`config.mk`:
```
export PLATFORM = sky130hd
export DESIGN_NAME = lin_hdr_gen
export DESIGN_NICKNAME = d
export VERILOG_FILES = /design/src/rtl/lin_hdr_pkg.sv /design/src/rtl/lin_bit_timer.sv /design/src/rtl/lin_hdr_seq.sv /design/src/rtl/lin_hdr_gen.sv
export SDC_FILE = /design/constraint.sdc
export NUM_CORES = 1
export LEC_CHECK = 0
export BUFFER_PORTS_ARGS = -buffer_cell sky130_fd_sc_hd__clkbuf_2
export CAP_MARGIN = 20
export CORE_MARGIN = 2
export CORE_UTILIZATION = 50
export CTS_BUF_LIST = sky130_fd_sc_hd__clkbuf_16
export CTS_CLUSTER_DIAMETER = 150
export DETAILED_ROUTE_END_ITERATION = 10
export PLACE_DENSITY = 0.69
export SLEW_MARGIN = 20
export SYNTH_ARGS = -nofsm -noshare
export SYNTH_HDL_FRONTEND = slang
export SYNTH_SLANG_ARGS = --single-unit
```
`constraint.sdc`:
```
create_clock -name clk -period 6.71 [get_ports clk]
set_input_delay 1.0065 -clock clk [delete_from_list [all_inputs] [get_ports clk]]
set_output_delay 1.0065 -clock clk [all_outputs]
set_load 0.02 [all_outputs]
```
`src/rtl/lin_hdr_pkg.sv`:
```
package lin_hdr_pkg;
  localparam int SLOT_W      = 6;
  localparam int BRK_MIN     = 13;
  localparam int DLM_MIN     = 1;
  localparam int FRAME_SLOTS = 10;
  localparam logic [7:0] SYNC_BYTE = 8'h55;

  // identifier plus its two protection bits, bit 0 sent first
  function automatic logic [7:0] id_field(logic [5:0] id);
    logic p0, p1;
    p0 = id[0] ^ id[1] ^ id[2] ^ id[4];
    p1 = ~(id[1] ^ id[3] ^ id[4] ^ id[5]);
    return {p1, p0, id};
  endfunction

  // number of bit slots in one header
  function automatic logic [SLOT_W-1:0] hdr_slots(logic [1:0] b, logic [1:0] d);
    return SLOT_W'(BRK_MIN + DLM_MIN + 2*FRAME_SLOTS + int'(b) + int'(d));
  endfunction

  // line level in bit slot k of a header
  function automatic logic hdr_bit(logic [SLOT_W-1:0] k, logic [1:0] b,
                                   logic [1:0] d, logic [5:0] id);
    int kk, nb, nd, j;
    logic [7:0] byte_v;
    kk = int'(k);
    nb = BRK_MIN + int'(b);
    nd = DLM_MIN + int'(d);
    if (kk < nb) return 1'b0;
    if (kk < nb + nd) return 1'b1;
    j = kk - nb - nd;
    byte_v = SYNC_BYTE;
    if (j >= FRAME_SLOTS) begin
      j = j - FRAME_SLOTS;
      byte_v = id_field(id);
    end
    if (j == 0) return 1'b0;
    if (j >= FRAME_SLOTS - 1) return 1'b1;
    return byte_v[3'(j - 1)];
  endfunction
endpackage

```
`src/rtl/lin_bit_timer.sv`:
```
module lin_bit_timer #(
  parameter int DIV_W = 16
) (
  input  logic             clk,
  input  logic             rst_n,
  input  logic             run_i,
  input  logic [DIV_W-1:0] lim_i,
  output logic             tick_o
);
  logic [DIV_W-1:0] cnt_q;

  assign tick_o = run_i && (cnt_q == lim_i);

  always_ff @(posedge clk or negedge rst_n) begin
    if (!rst_n)              cnt_q <= '0;
    else if (!run_i || tick_o) cnt_q <= '0;
    else                     cnt_q <= cnt_q + 1'b1;
  end
endmodule

```
`src/rtl/lin_hdr_seq.sv`:
```
module lin_hdr_seq
  import lin_hdr_pkg::*;
#(
  parameter int DIV_W = 16
) (
  input  logic              clk,
  input  logic              rst_n,
  input  logic              start_i,
  input  logic [5:0]        id_i,
  input  logic [1:0]        brk_i,
  input  logic [1:0]        dlm_i,
  input  logic [DIV_W-1:0]  lim_i,
  input  logic              tick_i,
  output logic              busy_o,
  output logic              done_o,
  output logic [SLOT_W-1:0] slot_o,
  output logic [5:0]        id_o,
  output logic [1:0]        brk_o,
  output logic [1:0]        dlm_o,
  output logic [DIV_W-1:0]  lim_o
);
  logic accept, last_slot;

  assign accept    = start_i && !busy_o;
  assign last_slot = (slot_o == hdr_slots(brk_o, dlm_o) - 1'b1);

  always_ff @(posedge clk or negedge rst_n) begin
    if (!rst_n) begin
      busy_o <= 1'b0;
      done_o <= 1'b0;
      slot_o <= '0;
      id_o   <= '0;
      brk_o  <= '0;
      dlm_o  <= '0;
      lim_o  <= '0;
    end else begin
      done_o <= 1'b0;
      if (accept) begin
        busy_o <= 1'b1;
        slot_o <= '0;
        id_o   <= id_i;
        brk_o  <= brk_i;
        dlm_o  <= dlm_i;
        lim_o  <= lim_i;
      end else if (busy_o && tick_i) begin
        if (last_slot) begin
          busy_o <= 1'b0;
          done_o <= 1'b1;
        end else begin
          slot_o <= slot_o + 1'b1;
        end
      end
    end
  end
endmodule

```
`src/rtl/lin_hdr_gen.sv`:
```
module lin_hdr_gen
  import lin_hdr_pkg::*;
#(
  parameter int DIV_W   = 16,
  parameter int CLK_HZ  = 100_000_000,
  parameter int MAX_BPS = 20_000
) (
  input  logic             clk,
  input  logic             rst_n,
  input  logic             start_i,
  input  logic [5:0]       id_i,
  input  logic [DIV_W-1:0] div_i,
  input  logic [1:0]       brk_len_i,
  input  logic [1:0]       dlm_len_i,
  output logic             tx_o,
  output logic             busy_o,
  output logic             done_o
);
  localparam int               MIN_PERIOD = CLK_HZ / MAX_BPS;
  localparam logic [DIV_W-1:0] MIN_LIM    = DIV_W'(MIN_PERIOD - 1);

  logic [DIV_W-1:0]  lim_req, lim_q;
  logic              slot_tick;
  logic [SLOT_W-1:0] slot_idx;
  logic [5:0]        id_q;
  logic [1:0]        brk_q, dlm_q;

  // enforce the bus's maximum bit rate
  assign lim_req = (div_i < MIN_LIM) ? MIN_LIM : div_i;

  lin_hdr_seq #(.DIV_W(DIV_W)) seq_i (
    .clk(clk), .rst_n(rst_n), .start_i(start_i), .id_i(id_i),
    .brk_i(brk_len_i), .dlm_i(dlm_len_i), .lim_i(lim_req),
    .tick_i(slot_tick), .busy_o(busy_o), .done_o(done_o),
    .slot_o(slot_idx), .id_o(id_q), .brk_o(brk_q), .dlm_o(dlm_q),
    .lim_o(lim_q)
  );

  lin_bit_timer #(.DIV_W(DIV_W)) tmr_i (
    .clk(clk), .rst_n(rst_n), .run_i(busy_o), .lim_i(lim_q),
    .tick_o(slot_tick)
  );

  assign tx_o = busy_o ? hdr_bit(slot_idx, brk_q, dlm_q, id_q) : 1'b1;
endmodule

```
### After elaboration in Yosys (flattened, before gate mapping)

Index checks and enable logic that the tools add are counted.

| cells by class | value |
|---|---|
| mux-type cells | 39 |
| $add $sub $neg | 12 |
| bitwise logic cells | 7 |
| magnitude comparators | 6 |
| eq/ne operators | 3 |
| reductions and logical operators | 10 |

Operators with widths:

| kind | count |
|---|---|
| 32-bit two-way mux | 3 |
| 32-bit by 5-bit greater-or-equal comparator with 1-bit output (second input constant) | 1 |
| 32-bit zero test | 1 |
| 16-bit two-way mux | 2 |
| 1-bit two-way mux | 27 |
| 8-bit two-way mux | 3 |
| 6-bit two-way mux | 3 |
| 16-bit by 1-bit adder with 16-bit output (second input constant) | 1 |
| 16-bit == test | 1 |
| 16-bit by 13-bit < comparator with 1-bit output (second input constant) | 1 |
| 8-bit by 5-bit subtractor with 9-bit output (second input constant) | 1 |
| 8-bit by 5-bit greater-or-equal comparator with 1-bit output (second input constant) | 1 |
| 7-bit by 4-bit subtractor with 8-bit output | 1 |
| 6-bit by 5-bit subtractor with 7-bit output | 1 |
| 5-bit by 3-bit adder with 6-bit output | 1 |
| 6-bit by 1-bit adder with 6-bit output (second input constant) | 1 |
| 6-bit by 2-bit adder with 6-bit output (first input constant) | 1 |
| 6-bit by 3-bit adder with 6-bit output | 1 |
| 6-bit == test | 1 |
| 6-bit by 5-bit < comparator with 1-bit output | 1 |
| 6-bit < comparator | 1 |
| 6-bit by 1-bit subtractor with 6-bit output (second input constant) | 1 |
| 1-bit bitwise XOR | 6 |
| 4-bit by 2-bit adder with 5-bit output (first input constant) | 1 |
| 11 further kinds | 15 |

| word-level totals | value |
|---|---|
| register bits | 50 |
| logic and storage cells | 85 |

### Depth between registers and ports, before layout

Gate-level depths: netlist of the first run.

| logic depth | value |
|---|---|
| depth in word-level cells | 19 |
| gate-level depth with buffers | 22 |

### Hierarchy

A second synthesis of the first run with hierarchy kept.

| unflattened totals | value |
|---|---|
| cells, all modules | 420 |
| area, all modules | 3,995.1 sq um |

Modules (own cells, without submodules):

| module | cells each | area an instance (sq um) | times used | seq. area each (sq um) |
|---|---|---|---|---|
| lin_hdr_gen | 210 | 1,527.7 | 1 | 0.0 |
| lin_hdr_seq | 109 | 1,472.7 | 1 | 850.8 |
| lin_bit_timer | 101 | 994.7 | 1 | 400.4 |

### Worst setup path after synthesis of the first run

Ideal clock, no wire load.

| timing | value |
|---|---|
| path type | reg2out |
| start point | register seq_i.brk_o[0] |
| end point | output tx_o |
| arrival | 5.049 ns |
| required time | 5.704 ns |
| path buffers | 1 |
| slack | 0.654 ns |
| stages on the path, launching flop included | 21 |
| cell sequence | dfrtp_1 -> ha_1 -> buf_2 -> xnor2_1 -> ha_1 -> inv_1 -> fa_1 -> nor2b_1 -> nor2_1 -> o311a_1 -> or4_1 -> a221oi_4 -> nor2_2 -> xor2_1 -> ha_1 -> nor2_1 -> xnor2_1 -> a21oi_1 -> or4_4 -> a31oi_1 -> a221oi_2 |

| on the way | value |
|---|---|
| word-level cells in the longest chain between the ends | 17 |
| elaborated cells on any way between the ends | 38 |
| classes of those cells | 6 x add/sub; 4 x order compare; 27 x mux; 1 x reduce/logical |

RTL lines:

| element | line | source |
|---|---|---|
| from (decl) | lin_hdr_seq.sv:18 | `output logic [1:0] brk_o,` |
| from (signal assigned) | lin_hdr_seq.sv:42 | `brk_o <= brk_i;` |
| 4-bit by 2-bit adder with 5-bit output * | lin_hdr_pkg.sv:27 | `nb = BRK_MIN + int'(b);` |
| 6-bit by 5-bit subtractor with 7-bit output | lin_hdr_pkg.sv:31 | `j = kk - nb - nd;` |
| 7-bit by 4-bit subtractor with 8-bit output | lin_hdr_pkg.sv:31 |  |
| 8-bit by 5-bit subtractor with 9-bit output or 8-bit by 5-bit greater-or-equal comparator with 1-bit output (tied branches) | lin_hdr_pkg.sv:34, lin_hdr_pkg.sv:33 |  |
| 32-bit two-way mux | lin_hdr_pkg.sv:33 | `if (j >= FRAME_SLOTS) begin` |
| 32-bit two-way mux | lin_hdr_pkg.sv:31 |  |
| 32-bit two-way mux | lin_hdr_pkg.sv:30 | `if (kk < nb + nd) return 1'b1;` |
| 32-bit by 5-bit greater-or-equal comparator with 1-bit output | lin_hdr_pkg.sv:38 | `if (j >= FRAME_SLOTS - 1) return 1'b1;` |
| 1-bit two-way mux (2 in series) | lin_hdr_pkg.sv:38 |  |
| 1-bit two-way mux | lin_hdr_pkg.sv:31 |  |
| 1-bit two-way mux | lin_hdr_pkg.sv:30 |  |
| 1-bit two-way mux | lin_hdr_pkg.sv:39 | `return byte_v[3'(j - 1)];` |
| 1-bit two-way mux | lin_hdr_pkg.sv:38 |  |
| 1-bit two-way mux | lin_hdr_pkg.sv:31 |  |
| 1-bit two-way mux * | lin_hdr_pkg.sv:30 |  |
| 1-bit two-way mux * | lin_hdr_gen.sv:44 | `assign tx_o = busy_o ? hdr_bit(slot_idx, brk_q, dlm_q, id_q) : 1'b1;` |
| to (decl) | lin_hdr_gen.sv:15 | `output logic tx_o,` |

Every way passes the cells marked *; elsewhere a longest branch is shown, timed or not. The select of a mux whose other input is x is not followed.

### Worst setup path in the final report of the first run

Ends and elaborated chain as after synthesis.

==> results of run 1 <==
[kinds of logic after synthesis]
logic type,count (synthesis),synth area share
flops,50,0.337
mux,1,0.00303
simple gates,166,0.222
fa+ha+maj,22,0.0782
xor+xnor,50,0.127
compound gates,99,0.191
buf+inv,34,0.0415
[cells in the final DEF (no fill, tap or decap), types with 18 or more instances in the layout]
cell,instances
sky130_fd_sc_hd__nand2_1,59
sky130_fd_sc_hd__dfrtp_1,50
sky130_fd_sc_hd__clkbuf_2,31
sky130_fd_sc_hd__nor2_1,30
sky130_fd_sc_hd__xor2_1,30
sky130_fd_sc_hd__a21oi_1,26
sky130_fd_sc_hd__inv_1,21
sky130_fd_sc_hd__o21ai_0,20
sky130_fd_sc_hd__ha_1,19
sky130_fd_sc_hd__xnor2_1,18
[flip-flops by register name (all words and copies together), names as in the netlist]
register	count
seq_i.done_o	1
tmr_i.cnt_q	16
seq_i.id_o	6
seq_i.brk_o	2
seq_i.dlm_o	2
seq_i.busy_o	1
seq_i.lim_o	16
seq_i.slot_o	6
[repair_timing]
| action | 4_1_cts | 5_1_grt |
|---|---|---|
| buffers inserted | 1 | 0 |
| endpoints found under the setup margin | 1 | 1 |
| pin swaps | 1 | 0 |
| gates resized for setup | 0 | 6 |
| hold buffers | 0 | 0 |
[worst max-delay path, cell delays in order, from the launching register on]
cell,delay [ns]
sky130_fd_sc_hd__dfrtp_1,0.41
sky130_fd_sc_hd__ha_1,0.33
sky130_fd_sc_hd__xnor2_1,0.14
sky130_fd_sc_hd__ha_1,0.31
sky130_fd_sc_hd__inv_1,0.06
sky130_fd_sc_hd__fa_1,0.47
sky130_fd_sc_hd__nor2b_4,0.17
sky130_fd_sc_hd__nor2_2,0.07
sky130_fd_sc_hd__o311a_1,0.37
sky130_fd_sc_hd__or4_4,0.56
sky130_fd_sc_hd__a221oi_4,0.28
sky130_fd_sc_hd__nor2_2,0.14
sky130_fd_sc_hd__xor2_1,0.18
sky130_fd_sc_hd__ha_1,0.37
sky130_fd_sc_hd__nor2_1,0.16
sky130_fd_sc_hd__xnor2_1,0.13
sky130_fd_sc_hd__a21oi_1,0.08
sky130_fd_sc_hd__or4_4,0.49
sky130_fd_sc_hd__a31oi_1,0.23
sky130_fd_sc_hd__a221oi_2,0.06
sky130_fd_sc_hd__clkbuf_2,0.17
[metal layers]
| metal | wire length [um] | up-vias |
|---|---|---|
| li1 | - | 1566 |
| met1 | 3610 | 1461 |
| met2 | 4110 | 49 |
| met3 | 224 | 13 |
| met4 | 175 | 0 |
| met5 | 0 | - |
[final cells by class]
type	instances	area (um2)	share of cell area
sequential	50	1250	0.303
timing repair buffer	38	208	0.0503
clock buffer	5	125	0.0303
clock inverter	3	17.5	0.00424
tap	99	124	0.0300
inverter	20	75.1	0.0182
multi-input combinational	338	2330	0.564
[per-stage QoR]
step / instances / worst slack [ns] / hold WS, ns
detailed placement: 544 / 0.283 / 0.486
CTS: 553 / 0.144 / 0.503
global placement: 544 / 0.408 / 0.486
floorplan: 422 / 0.654 / 0.465
global route: 553 / 0.00574 / 0.545
finish: 553 / 0.241 / 0.496
[synth_stat cells (all sizes together) (3+ instances only)]
cell	n
a211o	5
a21boi	3
a21oi	26
a22o	6
a31oi	3
and3	4
and4	3
buf	7
clkbuf	6
dfrtp	50
ha	20
inv	20
nand2	59
nand2b	5
nand3	11
nand4	5
nor2	33
nor2b	7
nor3	10
nor4	7
o21a	5
o21ai	21
o22a	6
o31ai	6
or3	7
or4	3
xnor2	18
xor2	31
[path summary, 6_finish.rpt]
kind	slack [ns]	endpoint	start
max in group asynchronous	5.46	seq_i.lim_o[2]	rst_n
min in group asynchronous	0.83	tmr_i.cnt_q[3]	rst_n
hold reg to reg	0.50	seq_i.id_o[5]	seq_i.id_o[5]
hold / removal	0.50	seq_i.id_o[5]	seq_i.id_o[5]
setup reg to reg	3.64	seq_i.slot_o[5]	seq_i.brk_o[0]
setup / recovery	0.24	tx_o	seq_i.brk_o[0]
[power groups by stage]
stage / combinational, uW / sequential [uW] / clock (uW)
after floorplan: 536 / 383 / 0
after global placement: 643 / 394 / 0
after detailed placement: 659 / 394 / 0
after CTS: 666 / 389 / 251
after global routing: 765 / 396 / 263
final: 682 / 389 / 245
==> results_dict.tcl, run 1 <==
set metrics [dict create \
    gp_routability_congestion 0.889 \
    power_leakage_uw 0.00191 \
    dpl_cell_area_um2 3960 \
    number_of_enable_flip_flop_cells_after_synthesis 0 \
    portBuffers 31 \
    final.fill_count 666 \
    synth_async_sr_flop_share 1.00 \
    grt_first_pass_wirelength_mm 14.1 \
    max_slew_margin 0.526 \
    largest_net_degree_at_the_start_of_global_routing 51 \
    vdd.ir_drop.worst_v 0.000170 \
    dieHeight_um 90.2 \
    final_core_util 0.572 \
    ys_types 66 \
    report.final.hold_viol_count 0 \
    numCtsBuffers 5 \
    critical_path_required_ns 5.70 \
    synth.top_cell.area_share 0.337 \
    busiest_layer "met2" \
    cp_max_fo 9 \
    p_comb_frac 0.518 \
    vias 3089 \
    synth_sequential_area_ratio 0.337 \
    period_needed_ns 6.47 \
    holdPathStages 2 \
    postSynthCellCount 422 \
    syn2layout_area_growth_pct 11.3 \
    worst_r2r_path_depth 10 \
    grt_pass1_vias 3106 \
    maxCapViolations 0 \
    clk_pin_slew_ns 0.07 \
    design.die.area_um2 8130 \
    grt_use_met1 0.254 \
    p_clk_frac 0.186 \
    report.final.setup_viol 0 \
    cts_buffer_depth 2 \
    grt_overflow 0 \
    grt.met2_usage 0.370 \
    worstHoldPathType "register to register" \
    grt_usage 0.211 \
    netSwitchingFraction 0.402 \
    wire_length_per_cell_um 14.7 \
    run_status "completed" \
    route.antenna.remaining_nets 0 \
    via_density_per_instance 5.59 \
    fin_worst_skew_ns 0.00979 \
    tritoncts "built" \
    dp_hpwl_mm 6.13 \
    htree_num_levels 2 \
    design.portCount 32 \
    fin_crit_sh 0.964 \
    power.sequential.fraction 0.296 \
    rsz0062_at_grt "false" \
    antenna_cells 0 \
    finish.net_count 504 \
    die-width_um 90.2 \
    cellInternalPower_uw 788 \
    postSynth.topFlopCell "sky130_fd_sc_hd__dfrtp_1" \
    drt_first_iter_violations 150 \
    drt_wl_total_mm 8.12 \
    avgSynthCellArea_um2 8.79 \
    detail_route.first_pass.iterations 4 \
    worst_setup_path_end_kind "primary output" \
    yosys_warnings 0 \
    numClockSinks 50 \
    post-route-drc-count 0 \
    row_count 31 \
    synth.top_cells.by_area "sky130_fd_sc_hd__dfrtp_1 (34%), sky130_fd_sc_hd__xor2_1 (7.1%), sky130_fd_sc_hd__ha_1 (6.7%)" \
    cp.arrival_ns 5.46 \
    total_negative_setup_slack_ns 0 \
    synth-seq-cells 50 \
    finalPower_uw 1320 \
    clk_latency_ns 0.29 \
    timing.critical_path.from_type "register" \
    timing_max_transition_violations_final 0 \
    worstSetupPathType "register to primary output" \
    initial_core_util 0.514 \
    worst-slew-pin-transition_ns 0.709 \
    mappedNetlistArea_um2 3710 \
    synth_fp_nets 473 \
    number_of_antenna_violations_at_the_first_check_in_global_routing 0 \
    core-area_um2 7210 \
    power_density_nw_per_um2 319 \
    synth_top_area_cell "sky130_fd_sc_hd__dfrtp_1" \
    maxClockFrequency_mhz 155 \
    drive_above_1_share 0.152 \
    power.switching_uw 528 \
    groute.layer.met3.usage 0.0360 \
    final_cell_area_um2 4130 \
    cts_root_buf "sky130_fd_sc_hd__clkbuf_16" \
]
Power figures use the tool's default switching activity.
==> run 2, diff against run 1 <==
clock period = 6.15 ns   (was 6.71 ns; I/O delays follow)
==> results_dict.tcl, run 2 (synthesized netlist as in run 1, its figures left out) <==
set metrics [dict create \
    run_status "completed" \
    core-area_um2 7210 \
    register_area_um2 1250 \
    final.fill_count 699 \
    finish.net_count 507 \
    maxClockFrequency_mhz 166 \
    max_slew_margin 0.539 \
    vdd.ir_drop.worst_v 0.000171 \
    route.antenna.remaining_nets 0 \
    dp_hpwl_mm 6.27 \
    cp.arrival_ns 5.11 \
    critical_path_required_ns 5.23 \
    clk_latency_ns 0.29 \
    post-route-drc-count 0 \
    number_of_antenna_violations_at_the_first_check_in_global_routing 0 \
    initial_core_util 0.514 \
    mostFrequentLayoutCell "sky130_fd_sc_hd__nand2_1" \
    multi_input_comb_area_um2 2380 \
    grt_pass1_vias 3053 \
    holdPathStages 2 \
    report.final.setup_viol 0 \
    total_negative_setup_slack_ns 0 \
    final.hold.worst_slack_ns 0.497 \
    report.final.hold_viol_count 0 \
    row_count 31 \
    final_cell_area_um2 4210 \
    vias 3062 \
    maxCapViolations 0 \
    die-width_um 90.2 \
    worst-slew-pin-transition_ns 0.686 \
    wire_length_per_cell_um 14.8 \
    dpl_cell_area_um2 3990 \
    largest_net_degree_at_the_start_of_global_routing 51 \
    worstSetupPathType "register to primary output" \
    cp_max_fo 6 \
    critPathMostFrequentCell "sky130_fd_sc_hd__nor2_2" \
    fin_crit_sh 0.981 \
    finalPower_uw 1480 \
    cts_root_buf "sky130_fd_sc_hd__clkbuf_16" \
    worst_setup_path_end_kind "primary output" \
    antenna_cells 0 \
    timing.critical_path.from_type "register" \
    detail_route.first_pass.iterations 4 \
    holdBufCountCts 0 \
    critical_path_depth 20 \
    layout_top_registers "seq_i.lim_o x16, tmr_i.cnt_q x16" \
    worst_r2r_path_depth 10 \
    htree_num_levels 2 \
    worstHoldPathType "register to register" \
    drt_wl_total_mm 8.24 \
    syn2layout_area_growth_pct 13.4 \
    cpPeakStageDelay_ns 0.56 \
    worst_path_dominant_cell_family "simple AND/OR/NAND/NOR gates" \
    cp_cell_sequence "ha_4 -> xnor2_2 -> ha_2 -> inv_1 -> fa_2 -> nor2b_4 -> nor2_2 -> o311a_1 -> or4_4 -> a221oi_4 -> nor2_2 -> xor2_1 -> ha_1 -> nor2_2 -> xnor2_1 -> a21oi_1 -> or4_4 -> a31oi_2 -> a221oi_2 -> clkbuf_4" \
    tritoncts "built" \
    design.die.area_um2 8130 \
    worst-path-buf-inv 2 \
    post-place-ws_ns 0.141 \
    grt_usage 0.209 \
    timing_max_transition_violations_final 0 \
    rsz0062_at_grt "true" \
    period_needed_ns 6.04 \
    gp_routability_congestion 0.886 \
    portBuffers 31 \
    cts_setup_buffers 0 \
    power_leakage_uw 0.00192 \
    postLayoutSetupSlackWorst_ns 0.114 \
    dieHeight_um 90.2 \
    numCtsBuffers 5 \
    drt_first_iter_violations 78 \
    clk_pin_slew_ns 0.07 \
    fin_worst_skew_ns 0.00718 \
    via_density_per_instance 5.51 \
    power_density_nw_per_um2 352 \
    mostFrequentLayoutCells "sky130_fd_sc_hd__nand2_1 (59), sky130_fd_sc_hd__dfrtp_1 (49), sky130_fd_sc_hd__xor2_1 (30), sky130_fd_sc_hd__clkbuf_2 (30), sky130_fd_sc_hd__nor2_1 (28)" \
    drive_above_1_share 0.186 \
    grt_first_pass_wirelength_mm 14.1 \
    grt_overflow 0 \
    numClockSinks 50 \
    critical-path-slowest-cell "sky130_fd_sc_hd__or4_4" \
    design.portCount 32 \
    cts_buffer_depth 2 \
]
-- run 2: changes by cell type in the layout (fill, tap and decap cells not counted), sizes merged --
| cell | before | now |
|---|---|---|
| clkinv | 2 | 1 |
| buf | 7 | 10 |
| clkinvlp | 0 | 1 |
-- run 2: where the power goes --
group	leakage, uW	internal [uW]	switching, uW
clock	0.0000679	151	122
combinational	0.00122	359	421
sequential	0.000632	373	53.8
-- run 2: layout make-up --
cell class | instances | share of cell area
Sequential cell | 50 | 0.298
Multi-Input combinational cell | 338 | 0.565
Clock buffer | 5 | 0.0297
Inverter | 20 | 0.0178
Tap cell | 99 | 0.0294
Timing Repair Buffer | 41 | 0.0553
Clock inverter | 3 | 0.00476
-- run 2: worst reg2reg max path: stages (launching register included) --
cell and delay (ns):
sky130_fd_sc_hd__dfrtp_2 0.44, sky130_fd_sc_hd__inv_2 0.09, sky130_fd_sc_hd__ha_1 0.28, sky130_fd_sc_hd__fa_1 0.47, sky130_fd_sc_hd__xnor2_1 0.15, sky130_fd_sc_hd__nor3_1 0.10
sky130_fd_sc_hd__nand3_1 0.10, sky130_fd_sc_hd__a21boi_0 0.58, sky130_fd_sc_hd__nand4_1 0.31, sky130_fd_sc_hd__or3_1 0.42, sky130_fd_sc_hd__a21oi_1 0.15
-- run 2: through the flow --
stage | instances | utilization
5_1_grt | 556 | 0.583
2_1_floorplan | 422 | -
3_3_place_gp | 548 | 0.553
4_1_cts | 556 | 0.578
6_report | 556 | 0.583
3_5_place_dp | 548 | 0.553
-- run 2: repair_timing --
| action | 4_1_cts | 5_1_grt |
|---|---|---|
| resized for setup | 8 | 12 |
| endpoints found under the setup margin | 1 | 1 |
| pin swaps | 3 | 7 |
-- run 2: final timing paths --
kind | slack, ns | to | from
min | 0.50 | seq_i.id_o[5] | seq_i.id_o[5]
max reg2reg | 2.98 | seq_i.slot_o[5] | seq_i.brk_o[0]
min in group asynchronous | 0.73 | seq_i.lim_o[3] | rst_n
min reg2reg | 0.50 | seq_i.id_o[5] | seq_i.id_o[5]
max | 0.11 | tx_o | seq_i.brk_o[0]
max in group asynchronous | 4.97 | seq_i.brk_o[0] | rst_n
-- run 2: metal layers --
metal / GRT usage / part of all wire / vias to the layer above
met1: 0.254 / 0.45 / 1447
met3: 0.0243 / 0.024 / 9
met2: 0.392 / 0.51 / 40
li1: - / - / 1566
met4: 0.0538 / 0.015 / 0
met5: 0 / 0 / -
